### config.mk
export PLATFORM = sky130hd
export DESIGN_NAME = split_pattern_trigger
export DESIGN_NICKNAME = d
export VERILOG_FILES = /design/src/rtl/split_trig_pkg.sv /design/src/rtl/split_trig_dp.sv /design/src/rtl/split_trig_ctl.sv /design/src/rtl/split_pattern_trigger.sv
export SDC_FILE = /design/constraint.sdc
export NUM_CORES = 1
export LEC_CHECK = 0
export ABC_AREA = 1
export BUFFER_PORTS_ARGS = -buffer_cell sky130_fd_sc_hd__buf_4
export CAP_MARGIN = 30
export CORE_MARGIN = 5
export CORE_UTILIZATION = 54
export DETAILED_ROUTE_END_ITERATION = 6
export GPL_ROUTABILITY_DRIVEN = 0
export PLACE_DENSITY = 0.91
export SLEW_MARGIN = 0
export SYNTH_ARGS = -nofsm -noshare
export SYNTH_HDL_FRONTEND = slang
export SYNTH_SLANG_ARGS = --single-unit
export TNS_END_PERCENT = 30
### constraint.sdc
create_clock -name clk -period 4.2 [get_ports clk]
set_input_delay 0.21 -clock clk [delete_from_list [all_inputs] [get_ports clk]]
set_output_delay 0.21 -clock clk [all_outputs]
set_load 0.01 [all_outputs]
### src/rtl/split_trig_pkg.sv
package split_trig_pkg;
  localparam int LANES = 4;
  localparam int LANE_W = 8;

  localparam logic [1:0] SZ_LONG   = 2'b00;
  localparam logic [1:0] SZ_BYTE   = 2'b01;
  localparam logic [1:0] SZ_WORD   = 2'b10;
  localparam logic [1:0] SZ_TRIPLE = 2'b11;

  // comparison results from the datapath
  typedef struct packed {
    logic tgtHit;        // cycle address equals the target address
    logic nextLongHit;   // cycle address is the longword after the target
    logic firstLanesOk;  // lanes offset..3 fit the pattern
    logic secondLanesOk; // lanes 0..offset-1 fit the pattern
    logic allLanesOk;    // all four lanes fit
    logic dirSame;       // direction equals the held one
    logic pend;          // partial hit held
  } cmpFlags_t;

  // strobes from control to datapath
  typedef struct packed {
    logic loadPend;
    logic pendVal;
    logic pendDir;
  } ctlStrb_t;
endpackage

### src/rtl/split_trig_dp.sv
module split_trig_dp
  import split_trig_pkg::*;
#(
  parameter int ADDR_W = 32
) (
  input  logic                       clk,
  input  logic                       rst,
  input  logic [ADDR_W-1:0]          busAddr,
  input  logic [LANES*LANE_W-1:0]    busData,
  input  logic                       busWrite,
  input  logic [LANES*LANE_W-1:0]    cmpValue,
  input  logic [LANES-1:0]           cmpMask,
  input  logic [ADDR_W-1:0]          tgtAddr,
  input  ctlStrb_t                   strb,
  output cmpFlags_t                  flags
);
  localparam int DATA_W = LANES * LANE_W;
  localparam int LONG_W = ADDR_W - 2;

  logic [1:0]       tgtOffs;
  logic [LONG_W-1:0] nextLong;
  logic [LANES-1:0] laneEq;
  logic [LANES-1:0] firstNeed;
  logic             pendQ;
  logic             pendDirQ;

  assign tgtOffs  = tgtAddr[1:0];
  assign nextLong = tgtAddr[ADDR_W-1:2] + 1'b1;

  // lane n holds operand byte (n - offset) mod 4
  for (genvar n = 0; n < LANES; n++) begin : g_lane
    logic [1:0]        opIdx;
    logic [LANE_W-1:0] laneData;
    logic [LANE_W-1:0] patByte;
    logic              patEn;
    assign opIdx    = 2'(n) - tgtOffs;
    assign laneData = busData[DATA_W-1-n*LANE_W -: LANE_W];
    assign patByte  = cmpValue[DATA_W-1-int'(opIdx)*LANE_W -: LANE_W];
    assign patEn    = cmpMask[LANES-1-int'(opIdx)];
    assign laneEq[n]    = !patEn || (laneData == patByte);
    assign firstNeed[n] = (2'(n) >= tgtOffs);
  end

  always_ff @(posedge clk) begin
    if (rst) begin
      pendQ    <= 1'b0;
      pendDirQ <= 1'b0;
    end else if (strb.loadPend) begin
      pendQ    <= strb.pendVal;
      pendDirQ <= strb.pendDir;
    end
  end

  always_comb begin
    flags.tgtHit        = (busAddr == tgtAddr);
    flags.nextLongHit   = (busAddr == {nextLong, 2'b00});
    flags.firstLanesOk  = &(laneEq | ~firstNeed);
    flags.secondLanesOk = &(laneEq | firstNeed);
    flags.allLanesOk    = &laneEq;
    flags.dirSame       = (pendDirQ == busWrite);
    flags.pend          = pendQ;
  end

  AST_PEND_AT_TARGET: assert property (@(posedge clk) disable iff (rst)
    strb.loadPend && strb.pendVal |-> flags.tgtHit && flags.firstLanesOk) else $error("pend set off target");
  AST_IDLE_KEEPS_PEND: assert property (@(posedge clk) disable iff (rst)
    !strb.loadPend |=> pendQ == $past(pendQ)) else $error("pending changed while idle");
endmodule

### src/rtl/split_trig_ctl.sv
module split_trig_ctl
  import split_trig_pkg::*;
(
  input  logic       clk,
  input  logic       rst,
  input  logic       busValid,
  input  logic [1:0] busSize,
  input  logic       busWrite,
  input  logic       busFirst,
  input  logic [1:0] tgtOffs,
  input  cmpFlags_t  flags,
  output ctlStrb_t   strb,
  output logic       hitOut
);
  logic       offsNz;
  logic [1:0] firstSize;
  logic       firstCand;
  logic       contin;
  logic       splitHit;
  logic       alignHit;

  assign offsNz    = (tgtOffs != 2'd0);
  assign firstSize = 2'd0 - tgtOffs;

  assign firstCand = busValid && busFirst && offsNz && flags.tgtHit &&
                     (busSize == firstSize) && flags.firstLanesOk;

  assign contin = flags.pend && flags.dirSame && flags.nextLongHit &&
                  !busFirst && offsNz && (busSize == tgtOffs);

  assign splitHit = busValid && contin && flags.secondLanesOk;
  assign alignHit = busValid && !offsNz && !busFirst && (busSize == SZ_LONG) &&
                    flags.tgtHit && flags.allLanesOk;

  assign hitOut = !rst && (splitHit || alignHit);

  // every valid cycle rewrites the held state: only a fitting first half keeps one
  always_comb begin
    strb.loadPend = busValid;
    strb.pendVal  = firstCand;
    strb.pendDir  = busWrite;
  end

  AST_FIRST_UNTRACED: assert property (@(posedge clk) disable iff (rst)
    busValid && busFirst |-> !hitOut) else $error("first half qualified");
  AST_SPLIT_NEEDS_PEND: assert property (@(posedge clk) disable iff (rst)
    hitOut && offsNz |-> flags.pend) else $error("split hit without partial");
  AST_ALIGNED_SINGLE: assert property (@(posedge clk) disable iff (rst)
    hitOut && !offsNz |-> flags.tgtHit && !busFirst) else $error("aligned hit off target");
  AST_PEND_DROPPED: assert property (@(posedge clk) disable iff (rst)
    busValid && !busFirst |=> !flags.pend) else $error("partial survived a non-first cycle");
  AST_ONE_RECORD: assert property (@(posedge clk) disable iff (rst)
    hitOut && offsNz |=> !flags.pend) else $error("partial kept after split hit");
endmodule

### src/rtl/split_pattern_trigger.sv
module split_pattern_trigger
  import split_trig_pkg::*;
#(
  parameter int ADDR_W = 32
) (
  input  logic              clk,
  input  logic              rst,
  input  logic              busValid,
  input  logic [ADDR_W-1:0] busAddr,
  input  logic [1:0]        busSize,
  input  logic [31:0]       busData,
  input  logic              busWrite,
  input  logic              busFirst,
  input  logic [31:0]       cmpValue,
  input  logic [3:0]        cmpMask,
  input  logic [ADDR_W-1:0] tgtAddr,
  output logic              matchPulse,
  output logic              traceQual
);
  ctlStrb_t  strb;
  cmpFlags_t flags;
  logic      hit;

  split_trig_dp #(.ADDR_W(ADDR_W)) u_dp (
    .clk      (clk),
    .rst      (rst),
    .busAddr  (busAddr),
    .busData  (busData),
    .busWrite (busWrite),
    .cmpValue (cmpValue),
    .cmpMask  (cmpMask),
    .tgtAddr  (tgtAddr),
    .strb     (strb),
    .flags    (flags)
  );

  split_trig_ctl u_ctl (
    .clk      (clk),
    .rst      (rst),
    .busValid (busValid),
    .busSize  (busSize),
    .busWrite (busWrite),
    .busFirst (busFirst),
    .tgtOffs  (tgtAddr[1:0]),
    .flags    (flags),
    .strb     (strb),
    .hitOut   (hit)
  );

  assign matchPulse = hit;
  assign traceQual  = hit;
endmodule

==> reports/qor.txt, run 1 <==
Total GRT Usage -> 0.299
Die X -> 88.3 µm
CP required -> 3.99 ns
Met2 routed wirelength -> 5.76 mm
Clock Tree Buf Depth -> 2
Slowest CP cell -> ha_1
Most common cell after layout, fill and taps aside -> nand2_1
Final worst setup slack -> 0.640 ns
R2r setup slk -> 3.54 ns
Starting DRC count in detailed routing -> 263
CTS tree -> built
Yosys warnings -> 0
Vias in the first global route -> 4757
Die H -> 88.3 µm
I/O Buffers -> 140
Die area -> 0.00780 mm²
Synthesized area -> 0.00331 mm²
Top sig layer -> met4
Post-DP HPWL -> 10.1 mm
Final period util -> 0.848
Net Count, Synth -> 868
Antenna-violating nets left -> 0
Static leakage -> 2.55 nW
Metal3 WL -> 1.10 mm
Status -> complete, no violations
Crit path max-delay family -> buffers and inverters
CP Depth -> 16
Max cap viols -> 0
Starting Density -> 0.556
VDD IR max -> 0.175 mV
Core outline area -> 0.00596 mm²
Asr flop ratio synth -> 0
Worst hold path type -> in2reg
Detailed Routing Iterations Pass 1 -> 6
Sink Count -> 2
Global-route wire length before repair -> 19.5 mm
Wire per inst -> 12.6 µm
Worst-path fanout max -> 41
Clk root buf -> clkbuf_8
Relative slew slack -> 0.571
#FFs+latches synth -> 2
Pre-CTS WS -> 0.742 ns
Register area share after synthesis -> 0.0121
Clk_skew -> 0 ns
Synth cell types -> 26
Crit. End Element -> output port
Most used DFF post-synth -> dfxtp_1
Hold path cells -> 2
Worst skew pair latency -> 0.21 ns
Crit path cell chain -> buf_4, inv_2, ha_1, inv_2, nand3_1, nand2_1, nand2_1, nand2_1, inv_1, nand2_1, nor2_1, nand2_1, nand2_1, nand4_1, a21oi_1, buf_4
Fin Setup TNS -> 0 ns
Crit-path max cell delay -> 0.81 ns
Placed cell area -> 0.00433 mm²
Io pins -> 141
Unrepaired setup endpoints after global routing -> no
M1 WL -> 4.34 mm
Area Overhead vs Synth -> 32.1%
Max Clk Rate -> 0.281 GHz
Final Cell Area -> 0.00438 mm²
Largest net degree at the start of global routing -> 42
CP Buf/Inv Count -> 5
Setup Buffers After CTS -> 0
WS Path Type -> in2out
Reg2Reg Depth -> 2
DRC -> 0
Initial antenna violation count -> 0
PwrDens -> 122 mW/mm²
Num rows -> 28
Worst slew pin tran -> 0.644 ns
Endpoints failing setup -> 0
Final wirelength -> 11.7 mm
Hold Buf Count CTS -> 0
Critical Path AT -> 3.35 ns
Grt total ovfl -> 0
Share of cells above drive strength 1 -> 0.183
Post_cts resized -> 0
Cell repeated most along the worst path -> nand2_1
Final Hold Viols -> 0
Nets -> 997
Most frequent cells in the layout -> 337 x nand2_1, 140 x buf_4, 128 x nand3_1
Via count -> 5034
Period minus WS final -> 3.56 ns
Diodes inserted -> 0
Vias/cell -> 5.43
Slew Limit Fails -> 0
CP Launch Type -> input port
Syn avg cell area -> 4.57 µm²
Clock slew at reported path FFs -> 0.02 ns
TritonCTS Buffers -> 3
CTS H-Tree Depth -> 1
Number of synthesized flops with an enable pin -> 0
Syn Inst Count -> 725
-- routing by layer --
layer	vias to the layer above	track usage
li1	2512	-
met1	2165	0.351
met2	306	0.552
met3	51	0.0289
met4	0	0.122
met5	-	0
-- kinds of logic (layout without fill, tap and decap cells) --
group,count (synthesis),after routing,share of synthesized area
flops,2,2,0.0121
simple gates,569,569,0.724
xor+xnor,28,28,0.0740
compound gates,14,14,0.0253
fa+ha+maj,4,4,0.0151
buf+inv,104,231,0.137
mux,4,4,0.0121
-- synthesized netlist by cell type, types with 3 or more instances --
cell      count  area [µm²]
nand2_1     337        1260
nand3_1     128         641
inv_1        86         323
nor2_1       74         278
xnor2_1      26         228
nand3b_1     10        75.1
buf_2         6        30.0
buf_6         6        67.6
nand4_1       6        37.5
nor2_2        5        31.3
o21ai_0       5        25.0
a21oi_1       4        20.0
ha_1          4        50.1
mux2i_1       4        40.0
nor3_1        4        20.0
buf_4         3        22.5
o21bai_1      3        22.5
-- area by class of cell --
| type | count | area (µm²) |
|---|---|---|
| clock buffer | 3 | 41.3 |
| fill | 548 | 1580 |
| inverter | 88 | 330 |
| multi-input combinational | 619 | 2820 |
| sequential | 2 | 40.0 |
| tap | 75 | 93.8 |
| timing repair buffer | 140 | 1050 |
-- through the flow --
stage,cells,util,hold slack (ns),power (W)
3_5_place_dp,924,0.728,0.407,0.000454
6_report,927,0.735,0.198,0.000535
3_3_place_gp,924,0.728,0.399,0.000441
2_1_floorplan,725,-,0.272,0.000287
4_1_cts,927,0.735,0.195,0.000529
5_1_grt,927,0.735,0.198,0.000596
-- where the power goes --
part	total [W]	leakage, nW	internal, W	switching [W]
clock	0.0000734	0.0216	0.0000604	0.0000130
sequential	0.0000203	0.0164	0.0000198	0.000000468
combinational	0.000441	2.51	0.000196	0.000245
-- path summary, 6_finish.rpt --
kind	endpoint	startpoint
max	matchPulse	tgtAddr[0]
min	u_dp.pendQ$_SDFFE_PP0P_	rst
max reg2reg	u_dp.pendDirQ$_SDFFE_PP0P_	u_dp.pendDirQ$_SDFFE_PP0P_
min reg2reg	u_dp.pendQ$_SDFFE_PP0P_	u_dp.pendQ$_SDFFE_PP0P_
-- sequential cells by signal (all words and copies together), names as in the netlist --
signal	cells
u_dp.pendQ	1
u_dp.pendDirQ	1
(Power assumes the default switching activity.)
==> run 2: changes to the inputs <==
- CORE_UTILIZATION: 54 -> 50
- PLACE_DENSITY: 0.91 -> 0.85
- clock period: 4.2 -> 3.6 ns (I/O delays scaled with it)
==> run 2 against run 1 <==
Largest cell class unchanged. Largest power group unchanged. First-iteration DRC count down 22%. Sequential share of layout area about the same. Worst hold slack worse by 0.052 ns. Flip-flop and latch count unchanged.
==> reports/qor.txt, run 2 (synthesized netlist as in run 1, its figures left out) <==
Placed instance count -> 929
CTS H-Tree Depth -> 1
Wire per inst -> 12.4 µm
RR Endpoint -> u_dp.pendDirQ$_SDFFE_PP0P_
Endpoints failing setup -> 0
Status -> complete, no violations
Vias in the first global route -> 4704
Hold endpoint -> u_dp.pendQ$_SDFFE_PP0P_
Worst Hold Launch -> rst
Static leakage -> 2.56 nW
Worst-path fanout max -> 41
Post-DP HPWL -> 9.75 mm
Clk root buf -> clkbuf_8
Max cap viols -> 0
Reg2Reg Depth -> 2
Finished Layout Cells -> 932
Final period util -> 0.717
WS Path Type -> in2out
Num rows -> 29
I/O Buffers -> 140
Core outline area -> 0.00639 mm²
CP required -> 3.42 ns
FF-to-FF Start -> u_dp.pendDirQ$_SDFFE_PP0P_
Clk_skew -> 0 ns
Sink Count -> 2
Fillers -> 597
Die X -> 91.4 µm
Overall power -> 0.000632 W
Initial antenna violation count -> 0
Total GRT Usage -> 0.262
Worst slew pin tran -> 0.445 ns
Most common cell after layout, fill and taps aside -> nand2_1
Critical Path AT -> 2.40 ns
Starting DRC count in detailed routing -> 206
Max Clk Rate -> 0.388 GHz
Clock Tree Buf Depth -> 2
Top Registers -> u_dp.pendDirQ (1), u_dp.pendQ (1)
Antenna-violating nets left -> 0
Final Hold Viols -> 0
Vias/cell -> 5.28
Largest net degree at the start of global routing -> 42
Global-route wire length before repair -> 19.2 mm
Nets -> 1000
Grt total ovfl -> 0
Diodes inserted -> 0
Share of cells above drive strength 1 -> 0.186
Starting Density -> 0.519
VDD IR max -> 0.101 mV
R2r setup slk -> 2.92 ns
Io pins -> 141
Setup Buffers After CTS -> 0
Slew Limit Fails -> 0
Post_cts resized -> 0
Crit-path max cell delay -> 0.37 ns
TritonCTS Buffers -> 3
PwrDens -> 144 mW/mm²
Crit path cell chain -> buf_4, inv_2, ha_1, inv_2, nand3_1, nand2_1, nand2_1, nand2_1, nand2_1, nor2_1, nand2_1, nand2_1, nand4_1, a21oi_1, buf_4
Cell repeated most along the worst path -> nand2_1
Hold Buf Count CTS -> 0
Crit. End Element -> output port
Most frequent cells in the layout -> 337 x nand2_1, 143 x buf_4, 128 x nand3_1
Worst hold path type -> in2reg
Die H -> 91.4 µm
Period minus WS final -> 2.58 ns
CP Launch Type -> input port
Hold path cells -> 2
Via count -> 4922
Final wirelength -> 11.5 mm
Worst skew pair latency -> 0.21 ns
Detailed Routing Iterations Pass 1 -> 6
DRC -> 0
CTS tree -> built
Relative slew slack -> 0.703
Slowest CP cell -> buf_4
Die area -> 0.00835 mm²
Unrepaired setup endpoints after global routing -> no
Post-layout util -> 0.689
Area Overhead vs Synth -> 32.8%
Fin Setup TNS -> 0 ns
Clock slew at reported path FFs -> 0.03 ns
[run 2: cell types whose count changed in the layout (fill, tap and decap cells not counted)]
cell / previous run / this run
buf_4: 140 / 143
[run 2: final cells by class]
class                      count  area [µm²]  area share
multi-input combinational    619        2820       0.641
timing repair buffer         143        1070       0.244
inverter                      88         330      0.0751
tap                           77        96.3      0.0219
clock buffer                   3        41.3     0.00938
sequential                     2        40.0     0.00910
[run 2: power by group]
group | switching (W) | total, W | internal [W]
Combinational | 0.000286 | 0.000517 | 0.000231
Clock | 0.0000202 | 0.0000911 | 0.0000709
Sequential | 0.000000696 | 0.0000238 | 0.0000231
[run 2: through the flow]
| stage | area [µm²] | setup slack (ns) | hold slack [ns] |
|---|---|---|---|
| finish | 4400 | 1.02 | 0.145 |
| global route | 4400 | 0.768 | 0.150 |
| CTS | 4400 | 1.04 | 0.145 |
| detailed placement | 4360 | 1.05 | 0.365 |
| global placement | 4360 | 1.11 | 0.364 |
| floorplan | 3310 | 1.36 | 0.242 |
[run 2: worst max path at each step]
stage            endpoint  slack, ns        from
6_report       matchPulse       1.02  tgtAddr[0]
5_1_grt        matchPulse       0.77  tgtAddr[0]
2_1_floorplan   traceQual       1.36  tgtAddr[1]
3_3_place_gp    traceQual       1.11  tgtAddr[0]
4_1_cts        matchPulse       1.04  tgtAddr[0]
3_5_place_dp   matchPulse       1.05  tgtAddr[0]
[run 2: worst max-delay path: cells and delay by family]
kind / cells / cell delay (ns)
buffers and inverters: 4 / 0.84
AO/OA/AOI/OAI: 1 / 0.23
adder cells (fa/ha/maj): 1 / 0.33
AND/OR/NAND/NOR: 9 / 0.79
[run 2: metal layers]
layer	track usage	vias to the layer above	share of wire
met3	0.0463	33	0.081
li1	-	2515	-
met4	0.0844	0	0.026
met1	0.289	2135	0.38
met5	0	-	0
met2	0.498	239	0.51
==> run 3: changes to the inputs <==
- clock period: 3.6 -> 2.51 ns (I/O delays scaled with it)
==> run 3 against run 2 <==
Register-to-register slack got worse by 1.1 ns. Worst setup slack got worse by 0.75 ns. Via count increased by 1.2%. Worst hold slack got worse by 0.052 ns. Sequential share of layout area about the same. Utilization rose by 0.24 points. Clock power is 46% higher. Routed wire length is 1.9% higher. Highest routed layer unchanged. First-iteration DRC count is 16% higher.
==> reports/qor.txt, run 3 (synthesized netlist as in run 1, its figures left out) <==
Status -> complete, no violations
Reg2Reg Depth -> 2
VDD IR max -> 0.204 mV
Max Clk Rate -> 0.447 GHz
Area Overhead vs Synth -> 33.3%
Placed cell area -> 0.00437 mm²
Die area -> 0.00835 mm²
Worst Hold Launch -> rst
Worst skew pair latency -> 0.22 ns
Sequential share of power -> 0.037
Post-layout util -> 0.691
Endpoints failing setup -> 0
Sw frac -> 0.489
Most common cell after layout, fill and taps aside -> nand2_1
Io pins -> 141
Internal -> 0.000469 W
Sink Count -> 2
Core outline area -> 0.00639 mm²
Fin Setup TNS -> 0 ns
R2r setup slk -> 1.86 ns
Top Registers -> u_dp.pendDirQ (1), u_dp.pendQ (1)
Period minus WS final -> 2.24 ns
Worst-path fanout max -> 18
RR Endpoint -> u_dp.pendDirQ$_SDFFE_PP0P_
CTS H-Tree Depth -> 1
Worst slew pin tran -> 0.436 ns
Diodes inserted -> 0
Vias in the first global route -> 4636
Vias/cell -> 5.33
Post_cts resized -> 0
Detailed Routing Iterations Pass 1 -> 5
Nets -> 1002
Final worst setup slack -> 0.275 ns
Wire per inst -> 12.6 µm
Final Hold Viols -> 0
Final Cell Area -> 0.00442 mm²
Starting Density -> 0.519
Hold path cells -> 2
CP required -> 2.38 ns
Num rows -> 29
Setup Buffers After CTS -> 0
Logic pwr share -> 0.818
Hold Buf Count CTS -> 0
Clk root buf -> clkbuf_8
Antenna-violating nets left -> 0
FF-to-FF Start -> u_dp.pendDirQ$_SDFFE_PP0P_
Starting DRC count in detailed routing -> 239
Share of cells above drive strength 1 -> 0.188
Fillers -> 606
Final period util -> 0.891
CP Launch Type -> input port
Crit-path max cell delay -> 0.31 ns
Pre-CTS WS -> 0.311 ns
Die H -> 91.4 µm
Relative slew slack -> 0.709
Finished Layout Cells -> 934
Largest net degree at the start of global routing -> 41
Total GRT Usage -> 0.266
CTS tree -> built
Clock Tree Buf Depth -> 2
Clk pwr share -> 0.145
PwrDens -> 208 mW/mm²
Max cap viols -> 0
I/O Buffers -> 140
Post-DP HPWL -> 10.0 mm
Grt total ovfl -> 0
Clock slew at reported path FFs -> 0.03 ns
Most frequent cells in the layout -> 337 x nand2_1, 145 x buf_4, 128 x nand3_1
Unrepaired setup endpoints after global routing -> no
Worst hold path type -> in2reg
Switching pwr -> 0.000449 W
Slowest CP cell -> ha_1
Cell repeated most along the worst path -> nand2_1
Crit. End Element -> output port
Clk_skew -> 0 ns
Static leakage -> 2.57 nW
Initial antenna violation count -> 0
DRC -> 0
Die X -> 91.4 µm
Crit path cell chain -> buf_4, inv_2, ha_1, inv_2, nand3_1, nand2_1, nand2_1, nand2_1, nand2_1, nor2_1, nand2_1, a21oi_1, nand3_1, a21oi_1, buf_4
Hold endpoint -> u_dp.pendQ$_SDFFE_PP0P_
TritonCTS Buffers -> 3
Slew Limit Fails -> 0
Final wirelength -> 11.7 mm
Via count -> 4982
Global-route wire length before repair -> 19.5 mm
Critical Path AT -> 2.11 ns
WS Path Type -> in2out
Placed instance count -> 931
[run 3: cell types whose count changed in the layout (fill, tap and decap cells not counted)]
cell	before	now
buf_4	143	145
[run 3: final cells by class]
class	count	area, µm²	area share
Sequential cell	2	40.0	0.00907
Tap cell	77	96.3	0.0218
Clock buffer	3	41.3	0.00935
Multi-Input combinational cell	619	2820	0.638
Inverter	88	330	0.0748
Timing Repair Buffer	145	1090	0.247
[run 3: metal layers]
metal	routed length, µm	track usage	vias to the layer above
met4	423	0.115	0
met5	0	0	-
met1	4530	0.310	2157
met3	951	0.0339	45
met2	5830	0.480	255
li1	-	-	2525
[run 3: power by group through the flow]
stage                     Clock, W  Combinational [W]  Sequential [W]
after global routing      0.000141           0.000842       0.0000341
after floorplan                  0           0.000446       0.0000342
after global placement           0           0.000718       0.0000342
after detailed placement         0           0.000738       0.0000343
after CTS                 0.000135           0.000742       0.0000339
final                     0.000133           0.000751       0.0000339
[run 3: critical path: cells and delay by family]
kind / cells / cell delay (ns)
buf+inv: 4 / 0.56
fa+ha+maj: 1 / 0.31
simple gates: 8 / 0.74
compound gates: 2 / 0.38
[run 3: how the worst max path moves through the flow]
| stage | startpoint | endpoint | slack (ns) | cells past startpoint |
|---|---|---|---|---|
| 5_1_grt | tgtAddr[0] | matchPulse | 0.07 | 15 |
| 3_5_place_dp | tgtAddr[0] | matchPulse | 0.31 | 15 |
| 4_1_cts | tgtAddr[0] | matchPulse | 0.31 | 15 |
| 3_3_place_gp | tgtAddr[0] | traceQual | 0.36 | 15 |
| 2_1_floorplan | tgtAddr[1] | traceQual | 0.38 | 16 |
| 6_report | tgtAddr[0] | matchPulse | 0.27 | 15 |
[run 3: stage by stage]
step	total power, W	hold slack [ns]
after floorplan	0.000480	0.188
after global placement	0.000752	0.310
after detailed placement	0.000773	0.315
after CTS	0.000910	0.0885
after global routing	0.00102	0.0895
final	0.000918	0.0936
